$ cat config.mk
export PLATFORM = sky130hd
export DESIGN_NAME = ll_desc_walker
export DESIGN_NICKNAME = d
export VERILOG_FILES = /design/src/rtl/llw_pkg.sv /design/src/rtl/llw_fetch.sv /design/src/rtl/llw_xfer_hs.sv /design/src/rtl/ll_desc_walker.sv
export SDC_FILE = /design/constraint.sdc
export NUM_CORES = 1
export LEC_CHECK = 0
export BUFFER_PORTS_ARGS = -buffer_cell sky130_fd_sc_hd__buf_2
export CORE_ASPECT_RATIO = 0.75
export CORE_MARGIN = 3
export CORE_UTILIZATION = 50
export CTS_CLUSTER_SIZE = 16
export DETAILED_ROUTE_END_ITERATION = 8
export GPL_TIMING_DRIVEN = 0
export PLACE_DENSITY = 0.82
export SLEW_MARGIN = 0
export SYNTH_ARGS = -nofsm -noshare
export SYNTH_HDL_FRONTEND = slang
export SYNTH_HIERARCHICAL = 1
export SYNTH_SLANG_ARGS = --single-unit
$ cat constraint.sdc
create_clock -name clk -period 2.18 [get_ports clk]
set_input_delay 0.109 -clock clk [delete_from_list [all_inputs] [get_ports clk]]
set_output_delay 0.109 -clock clk [all_outputs]
set_load 0.01 [all_outputs]
$ cat src/rtl/llw_pkg.sv
package llw_pkg;
    localparam int ADDR_W = 32;
    localparam int WORD_W = 32;
    localparam int CTL_W  = 16;
    localparam int CNT_W  = 16;
    localparam int FRM_W  = 16;
    localparam int ELM_W  = 24;
    localparam int LEN_W  = 4;

    // control word bit positions
    localparam int CB_DSTV  = 0;
    localparam int CB_SRCV  = 2;
    localparam int CB_TLO   = 4;
    localparam int CB_PAUSE = 7;
    localparam int CB_LL    = 8;
    localparam int CB_FAST  = 10;

    // second header word bit positions
    localparam int HB_SRCV = 24;
    localparam int HB_DSTV = 26;
    localparam int HB_BLK  = 28;
    localparam int HB_TLO  = 29;

    localparam logic [ADDR_W-1:0] END_PTR = 32'hFFFF_FFFC;

    typedef enum logic [2:0] {
        S_IDLE, S_HDR, S_BODY, S_EXEC, S_LINK, S_PAUSE, S_DONE
    } walk_state_e;

    typedef struct packed {
        logic [1:0] kind;
        logic       srcv;
        logic       dstv;
        logic       blk;
    } desc_attr_t;

    function automatic logic has_two_addr(desc_attr_t a);
        return (a.kind == 2'd1) || (a.srcv && a.dstv);
    endfunction

    function automatic logic [LEN_W-1:0] desc_words(desc_attr_t a);
        logic [LEN_W-1:0] n;
        case (a.kind)
            2'd1:    n = LEN_W'(12);
            2'd2:    n = has_two_addr(a) ? LEN_W'(8) : LEN_W'(7);
            default: n = has_two_addr(a) ? LEN_W'(4) : LEN_W'(3);
        endcase
        return n;
    endfunction
endpackage

$ cat src/rtl/llw_fetch.sv
module llw_fetch #(
    parameter int AW = 32,
    parameter int DW = 32,
    parameter int LW = 4
) (
    input  logic          clk,
    input  logic          rst_n,
    input  logic          go,
    input  logic [AW-1:0] go_base,
    input  logic [LW-1:0] go_len,
    output logic          rd_req,
    output logic [AW-1:0] rd_addr,
    input  logic          rd_valid,
    input  logic [DW-1:0] rd_data,
    output logic          w_valid,
    output logic [LW-1:0] w_idx,
    output logic          w_last,
    output logic [DW-1:0] w_data
);
    typedef struct packed {
        logic          act;
        logic          wt;
        logic [LW-1:0] idx;
        logic [LW-1:0] len;
        logic [AW-1:0] base;
    } fst_t;

    fst_t q, d;

    assign rd_req  = q.act && !q.wt;
    assign rd_addr = q.base + (AW'(q.idx) << 2);
    assign w_valid = q.act && q.wt && rd_valid;
    assign w_idx   = q.idx;
    assign w_last  = q.idx == (q.len - 1'b1);
    assign w_data  = rd_data;

    always_comb begin
        d = q;
        if (go) begin
            d.act  = 1'b1;
            d.wt   = 1'b0;
            d.idx  = '0;
            d.len  = go_len;
            d.base = go_base;
        end else begin
            if (rd_req) d.wt = 1'b1;
            if (w_valid) begin
                d.wt  = 1'b0;
                d.idx = q.idx + 1'b1;
                if (w_last) d.act = 1'b0;
            end
        end
    end

    always_ff @(posedge clk or negedge rst_n) begin
        if (!rst_n) q <= '0;
        else        q <= d;
    end
endmodule

$ cat src/rtl/llw_xfer_hs.sv
module llw_xfer_hs (
    input  logic clk,
    input  logic rst_n,
    input  logic go,
    output logic xfer_start,
    input  logic xfer_done,
    output logic fin
);
    typedef struct packed {
        logic pend;
        logic busy;
    } hst_t;

    hst_t q, d;

    assign xfer_start = q.pend;
    assign fin        = q.busy && xfer_done;

    always_comb begin
        d      = q;
        d.pend = go;
        if (q.pend) d.busy = 1'b1;
        if (fin)    d.busy = 1'b0;
    end

    always_ff @(posedge clk or negedge rst_n) begin
        if (!rst_n) q <= '0;
        else        q <= d;
    end
endmodule

$ cat src/rtl/ll_desc_walker.sv
module ll_desc_walker
    import llw_pkg::*;
(
    input  logic              clk,
    input  logic              rst_n,
    input  logic              ctl_we,
    input  logic [CTL_W-1:0]  ctl_wdata,
    input  logic              ptr_we,
    input  logic [ADDR_W-1:0] ptr_wdata,
    input  logic              chain_init,
    input  logic              start,
    output logic              rd_req,
    output logic [ADDR_W-1:0] rd_addr,
    input  logic              rd_valid,
    input  logic [WORD_W-1:0] rd_data,
    output logic              xfer_start,
    input  logic              xfer_done,
    output logic [ADDR_W-1:0] p_src,
    output logic [ADDR_W-1:0] p_dst,
    output logic [FRM_W-1:0]  p_frames,
    output logic [ELM_W-1:0]  p_elems,
    output logic              blk_end,
    output logic [CNT_W-1:0]  done_cnt,
    output logic              paused,
    output logic [CTL_W-1:0]  ctl_word,
    output logic              finished
);
    typedef struct packed {
        walk_state_e       st;
        logic [CTL_W-1:0]  ctl;
        logic [ADDR_W-1:0] ptr;
        logic [ADDR_W-1:0] link;
        desc_attr_t        cur;
        desc_attr_t        pend;
        logic              from_desc;
        logic [ADDR_W-1:0] src;
        logic [ADDR_W-1:0] dst;
        logic [FRM_W-1:0]  frm;
        logic [ELM_W-1:0]  elm;
        logic [CNT_W-1:0]  cnt;
        logic              blk_pulse;
    } wst_t;

    wst_t q, d;

    logic              f_go, x_go, x_fin;
    logic [ADDR_W-1:0] f_base;
    logic [LEN_W-1:0]  f_len;
    logic              w_valid, w_last;
    logic [LEN_W-1:0]  w_idx, k;
    logic [WORD_W-1:0] w_data;
    desc_attr_t        head_attr;

    llw_fetch #(.AW(ADDR_W), .DW(WORD_W), .LW(LEN_W)) u_fetch (
        .clk(clk), .rst_n(rst_n), .go(f_go), .go_base(f_base), .go_len(f_len),
        .rd_req(rd_req), .rd_addr(rd_addr), .rd_valid(rd_valid), .rd_data(rd_data),
        .w_valid(w_valid), .w_idx(w_idx), .w_last(w_last), .w_data(w_data)
    );

    llw_xfer_hs u_hs (
        .clk(clk), .rst_n(rst_n), .go(x_go), .xfer_start(xfer_start),
        .xfer_done(xfer_done), .fin(x_fin)
    );

    assign head_attr.kind = q.ctl[CB_TLO+1:CB_TLO];
    assign head_attr.srcv = q.ctl[CB_SRCV];
    assign head_attr.dstv = q.ctl[CB_DSTV];
    assign head_attr.blk  = 1'b0;
    assign k              = w_idx - LEN_W'(2);

    always_comb begin
        d           = q;
        d.blk_pulse = 1'b0;
        f_go        = 1'b0;
        x_go        = 1'b0;
        f_base      = {q.link[ADDR_W-1:2], 2'b00};
        f_len       = desc_words(q.pend);
        if (ptr_we) d.ptr = ptr_wdata;
        if (ctl_we) d.ctl = ctl_wdata;
        case (q.st)
            S_IDLE, S_DONE: begin
                if (chain_init) begin
                    d.cnt = '0;
                    d.frm = '1;
                    d.elm = '1;
                end
                if (start) begin
                    d.link      = q.ptr;
                    d.pend      = head_attr;
                    d.from_desc = 1'b0;
                    if (q.ctl[CB_LL] && q.ctl[CB_FAST]) begin
                        d.st = S_LINK;
                    end else begin
                        d.st = S_EXEC;
                        x_go = 1'b1;
                    end
                end
            end
            S_LINK: begin
                if (!q.ctl[CB_LL] || q.link == END_PTR || q.pend.kind == 2'd0) begin
                    d.st = S_DONE;
                end else if (q.link[0]) begin
                    d.st           = S_PAUSE;
                    d.ctl[CB_PAUSE] = 1'b1;
                end else begin
                    d.st  = S_HDR;
                    d.cur = q.pend;
                    f_go  = 1'b1;
                end
            end
            S_PAUSE: begin
                if (start && !q.ctl[CB_PAUSE]) begin
                    d.st  = S_HDR;
                    d.cur = q.pend;
                    f_go  = 1'b1;
                end
            end
            S_HDR: begin
                if (w_valid) begin
                    if (w_idx == '0) begin
                        d.link = w_data;
                    end else begin
                        d.elm       = w_data[ELM_W-1:0];
                        d.pend.kind = w_data[HB_TLO+1:HB_TLO];
                        d.pend.srcv = w_data[HB_SRCV];
                        d.pend.dstv = w_data[HB_DSTV];
                        d.pend.blk  = w_data[HB_BLK];
                        d.st        = S_BODY;
                    end
                end
            end
            S_BODY: begin
                if (w_valid) begin
                    if (has_two_addr(q.cur)) begin
                        if (k == LEN_W'(0) && q.cur.srcv) d.src = w_data;
                        if (k == LEN_W'(1) && q.cur.dstv) d.dst = w_data;
                        if (k == LEN_W'(2) && q.cur.kind != 2'd3) d.frm = w_data[FRM_W-1:0];
                    end else begin
                        if (k == LEN_W'(0)) begin
                            if (q.cur.srcv)      d.src = w_data;
                            else if (q.cur.dstv) d.dst = w_data;
                        end
                        if (k == LEN_W'(1) && q.cur.kind == 2'd2) d.frm = w_data[FRM_W-1:0];
                    end
                    if (w_last) begin
                        d.st        = S_EXEC;
                        d.from_desc = 1'b1;
                        x_go        = 1'b1;
                    end
                end
            end
            S_EXEC: begin
                if (x_fin) begin
                    if (q.from_desc) begin
                        d.cnt       = q.cnt + 1'b1;
                        d.blk_pulse = q.cur.blk;
                    end
                    d.st = S_LINK;
                end
            end
            default: d.st = S_IDLE;
        endcase
    end

    always_ff @(posedge clk or negedge rst_n) begin
        if (!rst_n) begin
            q     <= '0;
            q.st  <= S_IDLE;
            q.frm <= '1;
            q.elm <= '1;
        end else begin
            q <= d;
        end
    end

    assign p_src    = q.src;
    assign p_dst    = q.dst;
    assign p_frames = q.frm;
    assign p_elems  = q.elm;
    assign blk_end  = q.blk_pulse;
    assign done_cnt = q.cnt;
    assign paused   = q.ctl[CB_PAUSE];
    assign ctl_word = q.ctl;
    assign finished = q.st == S_DONE;
endmodule

==> results of run 1 <==
[cells in the final DEF (no fill, tap or decap), drive strengths merged, types with 32 or more instances in the layout]
cell type / Yosys / final
dlygate4sd3: 0 / 84
nor3: 34 / 34
o21ai: 48 / 48
buf: 206 / 503
dfstp: 40 / 40
clkbuf: 22 / 58
mux2: 147 / 147
a21oi: 32 / 32
dfrtp: 219 / 219
nor2: 39 / 39
mux2i: 39 / 39
nand2: 83 / 83
[per-layer routing]
metal | track usage | share of wire | vias up
met5 | 0 | 0 | -
met1 | 0.371 | 0.43 | 5096
met2 | 0.435 | 0.48 | 385
li1 | - | - | 4605
met3 | 0.0406 | 0.064 | 62
met4 | 0.0513 | 0.020 | 0
[kinds of logic (layout without fill, tap and decap cells)]
kind of cell | after synthesis | count (layout)
muxes | 186 | 186
buffers and inverters | 247 | 672
AOI/OAI and AO/OA | 142 | 143
other | 1 | 2
adders and majority gates | 12 | 12
and+or+nand+nor | 237 | 237
DFF | 259 | 259
xor gates and xnor gates | 53 | 53
[cell type report]
type | instances | area share
tap | 338 | 0.0232
timing repair buffer | 381 | 0.156
multi-input combinational | 633 | 0.314
clock inverter | 8 | 0.00358
buffer | 224 | 0.0968
inverter | 19 | 0.00406
sequential | 259 | 0.359
clock buffer | 40 | 0.0431
[report_power, final]
group,total [uW],switching (uW),leakage [uW],internal [uW]
sequential,6640,885,0.00324,5750
clock,4470,1880,0.000426,2590
combinational,6180,3200,0.00501,2980
total,17300,5970,0.00868,11300
[flip-flops by register name (all words and copies together) (netlist names)]
name             cells
q                   48
u_fetch/q           38
p_dst               32
p_src               32
f_base              30
p_elems             24
ctl_word            16
done_cnt            16
p_frames            16
u_fetch/w_idx        4
blk_end              1
u_hs/q               1
u_hs/xfer_start      1
[through the flow]
| step | power (uW) | cell area (sq um) |
|---|---|---|
| 5_1_grt | 18100 | 18200 |
| 3_5_place_dp | 11100 | 14900 |
| 6_report | 17300 | 18200 |
| 4_1_cts | 16300 | 17600 |
| 2_1_floorplan | 9530 | 13300 |
| 3_3_place_gp | 10900 | 14800 |
[how the worst max path moves through the flow]
stage                                        end  slack (ns)  depth (start not counted)
finish                               rd_addr[16]       -0.53                          8
floorplan                  p_dst[10]$_DFFE_PN0P_        -0.1                          9
global placement    u_fetch/w_idx[1]$_DFFE_PN0N_       -4.10                          1
CTS                                  rd_addr[16]       -0.49                          8
global route                         rd_addr[26]       -0.60                          9
detailed placement     u_fetch/q[23]$_DFFE_PN0P_       -1.06                          8
[what timing repair did]
item / CTS / global route
buffers inserted: 36 / 30
endpoints found under the hold margin: 272 / 0
hold buffers: 84 / 0
cloned: 8 / 3
pin swaps: 28 / 36
resized for setup: 137 / 124
setup endpoints to repair: 212 / 219
==> impl_metrics.yaml, run 1 <==
layout:
  antenna_cells: 0
  multi_input_area_sq_um: 5710
  instances_no_fill: 1902
  fillCellCount: 1683
  final_layout_size_suffix_gt1_frac: 0.529
  finish.utilization: 0.718
  regArea_sq_um: 6540
  area_delta_synth_final_pct: 39.0
  nets: 1644
pwr:
  leakage_uw: 0.00868
  power_density_nw_per_um2: 950
  max-vdd-ir-drop_uv: 634
clock_network:
  cts_root_buffer: "clkbuf_16"
  clk_pin_slew_ns: 0.06
  cts_tree: "done"
  clockBufferDepth: 3
  htreeDepth: 1
  clock_sinks: 259
  numCtsBuffers: 26
  clkLatencyLatePin_ns: 0.53
logic_synthesis:
  synth_cell_types: 72
  yosysMostFrequentCell: "dfrtp_1"
  async_reset_ff_frac: 1.00
  ys_warn_count: 6
  synth_fa_ha_area_frac: 0.0120
  syn_avg_cell_area_sq_um: 11.5
  synthXorXnorAreaFrac: 0.0355
  synth_cells: 1137
  yosys.area.top_type: "dfrtp_1"
  yosysTopAreaCellShare: 0.419
  synthSimpleGateAreaFrac: 0.0954
  synth_compound_area_frac: 0.0737
  netlist_area_sq_um: 13100
  netlist_top_cells_area: "dfrtp_1 42%, buf_4 10%, mux2_2 9.9%"
  yosys_register_bits: 259
  synth_mux_area_frac: 0.156
  synthFlopType: "dfrtp_1"
  yosys-top-cells-count: "219 x dfrtp_1, 177 x buf_4, 115 x mux2_2, 83 x nand2_1, 46 x o21ai_0"
  ys_seq_area_frac: 0.499
  synth_edf_count: 0
  synth_top_family_by_area: "multiplexers"
critical_path:
  critPathMaxStageDelay_ns: 0.42
  path_cells: "ha_4 > fa_2 > a21o_1 > a31oi_4 > buf_6 > nor3_1 > xor2_1 > buf_2"
  cp-startpoint: "u_fetch/q[2]$_DFFE_PN0P_"
  reg2reg_to: "p_dst[12]$_DFFE_PN0P_"
  crit_family: "adder cells"
  reg2reg_from: "u_fetch/w_idx[2]$_DFFE_PN0N_"
  end_kind: "primary output"
  worst-setup-path-type: "register to primary output"
  crit_slowest_cell: "dfrtp_1"
  path_max_fanout: 7
  startpoint_type: "register"
  path_buf_inv: 2
  rrSetupSlack_ns: -0.29
  r2r_cells: 12
  critPathRequiredTime_ns: 2.07
  cp.arrival_ns: 2.61
global_routing:
  first_global_vias: 10400
  antenna_found_initial: 0
  grt-ovfl-total: 0
  grt_start_max_net_pins: 100
  grt_pass1_wl_um: 58600
  grt_usage: 0.263
floorplan:
  coreArea_sq_um: 25300
  die_x_um: 193
  io_pins: 261
  dieHeight_um: 146
  initial_utilization: 0.516
  rows: 50
  dieArea_sq_um: 28200
timing:
  finalHoldViolations: 0
  holdWs_ns: 0.114
  slew_violations: 0
  rsz0062_at_grt: "true"
  worst_pin_slew_ns: 0.896
  setup_viol: 123
  min_period_over_period: 1.25
  finalSetupTns_ns: -25.21
  relSlewSlack: 0.403
  fin_skew_ns: 0.0120
  fmax_ghz: 0.368
  fin_crit_ns: 2.71
  fin_ws_ns: -0.535
route:
  drt-total-wl_um: 38800
  vias: 10100
  ant_nets: 0
  via_per_inst: 5.34
  dr.pass1.iters: 5
  drc: 0
  drt_iter0_drc: 570
  wl_per_cell_um: 20.4
flow_run:
  cap_viol_max_count: 0
place:
  dpl.hpwl_um: 24000
  port_buffers: 226
  post-place-ws_ns: -1.06
  place_congestion: 0.879
  dp_cells: 1704
min_path:
  min_path_type: "input port to register"
  whs_path_depth: 2
  hold_path.startpoint: "ptr_we"
  whs_endpoint: "q[186]$_DFFE_PN0P_"
run_status:
  violations: "setup timing"
  outcome: "finished with violations"
Note: power is estimated with default switching activity, not from simulation.
==> run 2: changes to the inputs <==
--- a/config.mk
+++ b/config.mk
@@ -13,6 +13,7 @@
 export DETAILED_ROUTE_END_ITERATION = 8
 export GPL_TIMING_DRIVEN = 0
 export PLACE_DENSITY = 0.82
+export RECOVER_POWER = 25
 export SLEW_MARGIN = 0
 export SYNTH_ARGS = -nofsm -noshare
 export SYNTH_HDL_FRONTEND = slang
==> run 2 against run 1 <==
Effect of this change: the flow still finishes with violations (setup timing); clock power barely moved; sequential share of layout area rose by 0.052 points; via count rose by 0.42%; total power barely moved; hold slack improved by 0.0054 ns; critical path depth did not move; flip-flop and latch count did not move; design area fell by 0.14%; routed wire length rose by 0.37%; sequential power barely moved; largest power group unchanged.
==> impl_metrics.yaml, run 2 (synthesized netlist as in run 1, its figures left out) <==
run_status:
  outcome: "finished with violations"
  violations: "setup timing"
global_routing:
  busiest_layer: "met2"
  grt_pass1_wl_um: 58600
  grt-ovfl-total: 0
  use_met1: 0.371
  gr-usage-met2: 0.435
  first_global_vias: 10400
  met3_usage: 0.0406
  grt_start_max_net_pins: 100
  grt_usage: 0.263
  antenna_found_initial: 0
flow_run:
  cap_viol_max_count: 0
timing:
  finalHoldViolations: 0
  fmax_ghz: 0.368
  fin_crit_ns: 2.72
  worst_pin_slew_ns: 1.16
  relSlewSlack: 0.230
  slew_violations: 0
  fin_ws_ns: -0.536
  fin_skew_ns: 0.0128
  min_period_over_period: 1.25
  setup_viol: 127
  rsz0062_at_grt: "true"
route:
  vias: 10200
  via_per_inst: 5.36
  drc: 0
  dr.pass1.iters: 5
  drt_iter0_drc: 595
  wl_per_cell_um: 20.5
  drt-total-wl_um: 39000
  ant_nets: 0
layout:
  area_delta_synth_final_pct: 38.8
  nets: 1644
  multi_input_area_sq_um: 5710
  layout_common_cells: "226 x buf_2, 219 x buf_4, 214 x dfrtp_1"
  antenna_cells: 0
  final_layout_size_suffix_gt1_frac: 0.527
  largest_reg_flops: 48
  reg.largest.list: "q: 48 flops, u_fetch/q: 38 flops"
  instances_no_fill: 1902
  final_common_cell: "buf_2"
  final_area_sq_um: 18200
  fillCellCount: 1690
  regMostFlops: "q"
  regArea_sq_um: 6540
floorplan:
  initial_utilization: 0.516
  dieArea_sq_um: 28200
  coreArea_sq_um: 25300
  dieHeight_um: 146
  die_x_um: 193
  rows: 50
  io_pins: 261
clock_network:
  cts_root_buffer: "clkbuf_16"
  htreeDepth: 1
  clockBufferDepth: 3
  clkLatencyLatePin_ns: 0.53
  clk_pin_slew_ns: 0.06
  cts_tree: "done"
  clock_sinks: 259
  numCtsBuffers: 26
min_path:
  min_path_type: "input port to register"
place:
  dpl.hpwl_um: 24000
  place_congestion: 0.879
  post_dp_cell_area_sq_um: 14900
  post-place-ws_ns: -1.06
  port_buffers: 226
  dp_cells: 1704
pwr:
  power_density_nw_per_um2: 952
  leakage_uw: 0.00866
  max-vdd-ir-drop_uv: 635
critical_path:
  end_kind: "primary output"
  rrSetupSlack_ns: -0.30
  startpoint_type: "register"
  cp.arrival_ns: 2.61
  path_max_fanout: 7
  critPathRequiredTime_ns: 2.07
  worst-setup-path-type: "register to primary output"
## run 2: cell count changes in the layout (fill, tap and decap cells not counted)
cell / delta
buf_16: -1
clkbuf_1: +5
buf_8: -1
buf_6: +1
buf_2: -2
buf_1: -3
clkbuf_4: +1
## run 2: worst max-delay path: stages, from the launching register on
cell and delay [ns]:
dfrtp_1 0.42, ha_4 0.18, fa_2 0.34, a21o_1 0.21, a31oi_4 0.22, buf_6 0.17, nor3_1 0.07, xor2_1 0.27
buf_2 0.20
## run 2: final cells by class
type | instances | area share
repair buffers | 381 | 0.155
inverters | 19 | 0.00406
plain buffers | 224 | 0.0970
well taps | 338 | 0.0233
clock buffers | 40 | 0.0432
flip-flops and latches | 259 | 0.360
clock inverters | 8 | 0.00358
multi-input cells | 633 | 0.314
## run 2: path summary, 6_finish.rpt
check | startpoint | endpoint | cells after the start
min in group asynchronous | rst_n | ctl_word[7]$_DFF_PN0_ | 2
worst max-delay path | u_fetch/q[2]$_DFFE_PN0P_ | rd_addr[16] | 8
worst max register to register | u_fetch/w_idx[2]$_DFFE_PN0N_ | p_dst[12]$_DFFE_PN0P_ | 12
worst min register to register | u_hs/q[0]$_DFFE_PN0P_ | u_hs/q[0]$_DFFE_PN0P_ | 1
worst min-delay path | ptr_we | q[195]$_DFFE_PN0P_ | 2
max in group asynchronous | rst_n | p_elems[19]$_DFFE_PN1P_ | 4
## run 2: per-layer routing
| metal | wire length [um] | vias to the layer above |
|---|---|---|
| met5 | 0 | - |
| met4 | 776 | 0 |
| met3 | 2370 | 60 |
| met2 | 18900 | 377 |
| met1 | 17000 | 5150 |
| li1 | - | 4604 |
## run 2: what timing repair did
| action | CTS | global route |
|---|---|---|
| endpoints found under the hold margin | 272 | 0 |
| setup buffers | 36 | 30 |
| cloned | 8 | 3 |
| setup endpoints to repair | 212 | 219 |
| pin swaps | 28 | 36 |
| resized for setup | 137 | 124 |
| hold buffers | 84 | 0 |
## run 2: report_power, final
group / internal (uW) / switching, uW / leakage (uW)
Clock: 2590 / 1870 / 0.000426
Combinational: 2970 / 3210 / 0.00499
Sequential: 5760 / 886 / 0.00324
## run 2: metrics by stage
stage / power (uW) / hold WS, ns / TNS, ns / utilization
after floorplan: 9530 / -0.187 / -5.06 / -
after global placement: 10900 / 0.300 / -954.61 / 0.585
after detailed placement: 11100 / 0.134 / -92.72 / 0.587
after CTS: 16300 / 0.0738 / -22.17 / 0.696
after global routing: 18100 / 0.121 / -59.82 / 0.717
final: 17300 / 0.119 / -25.56 / 0.717
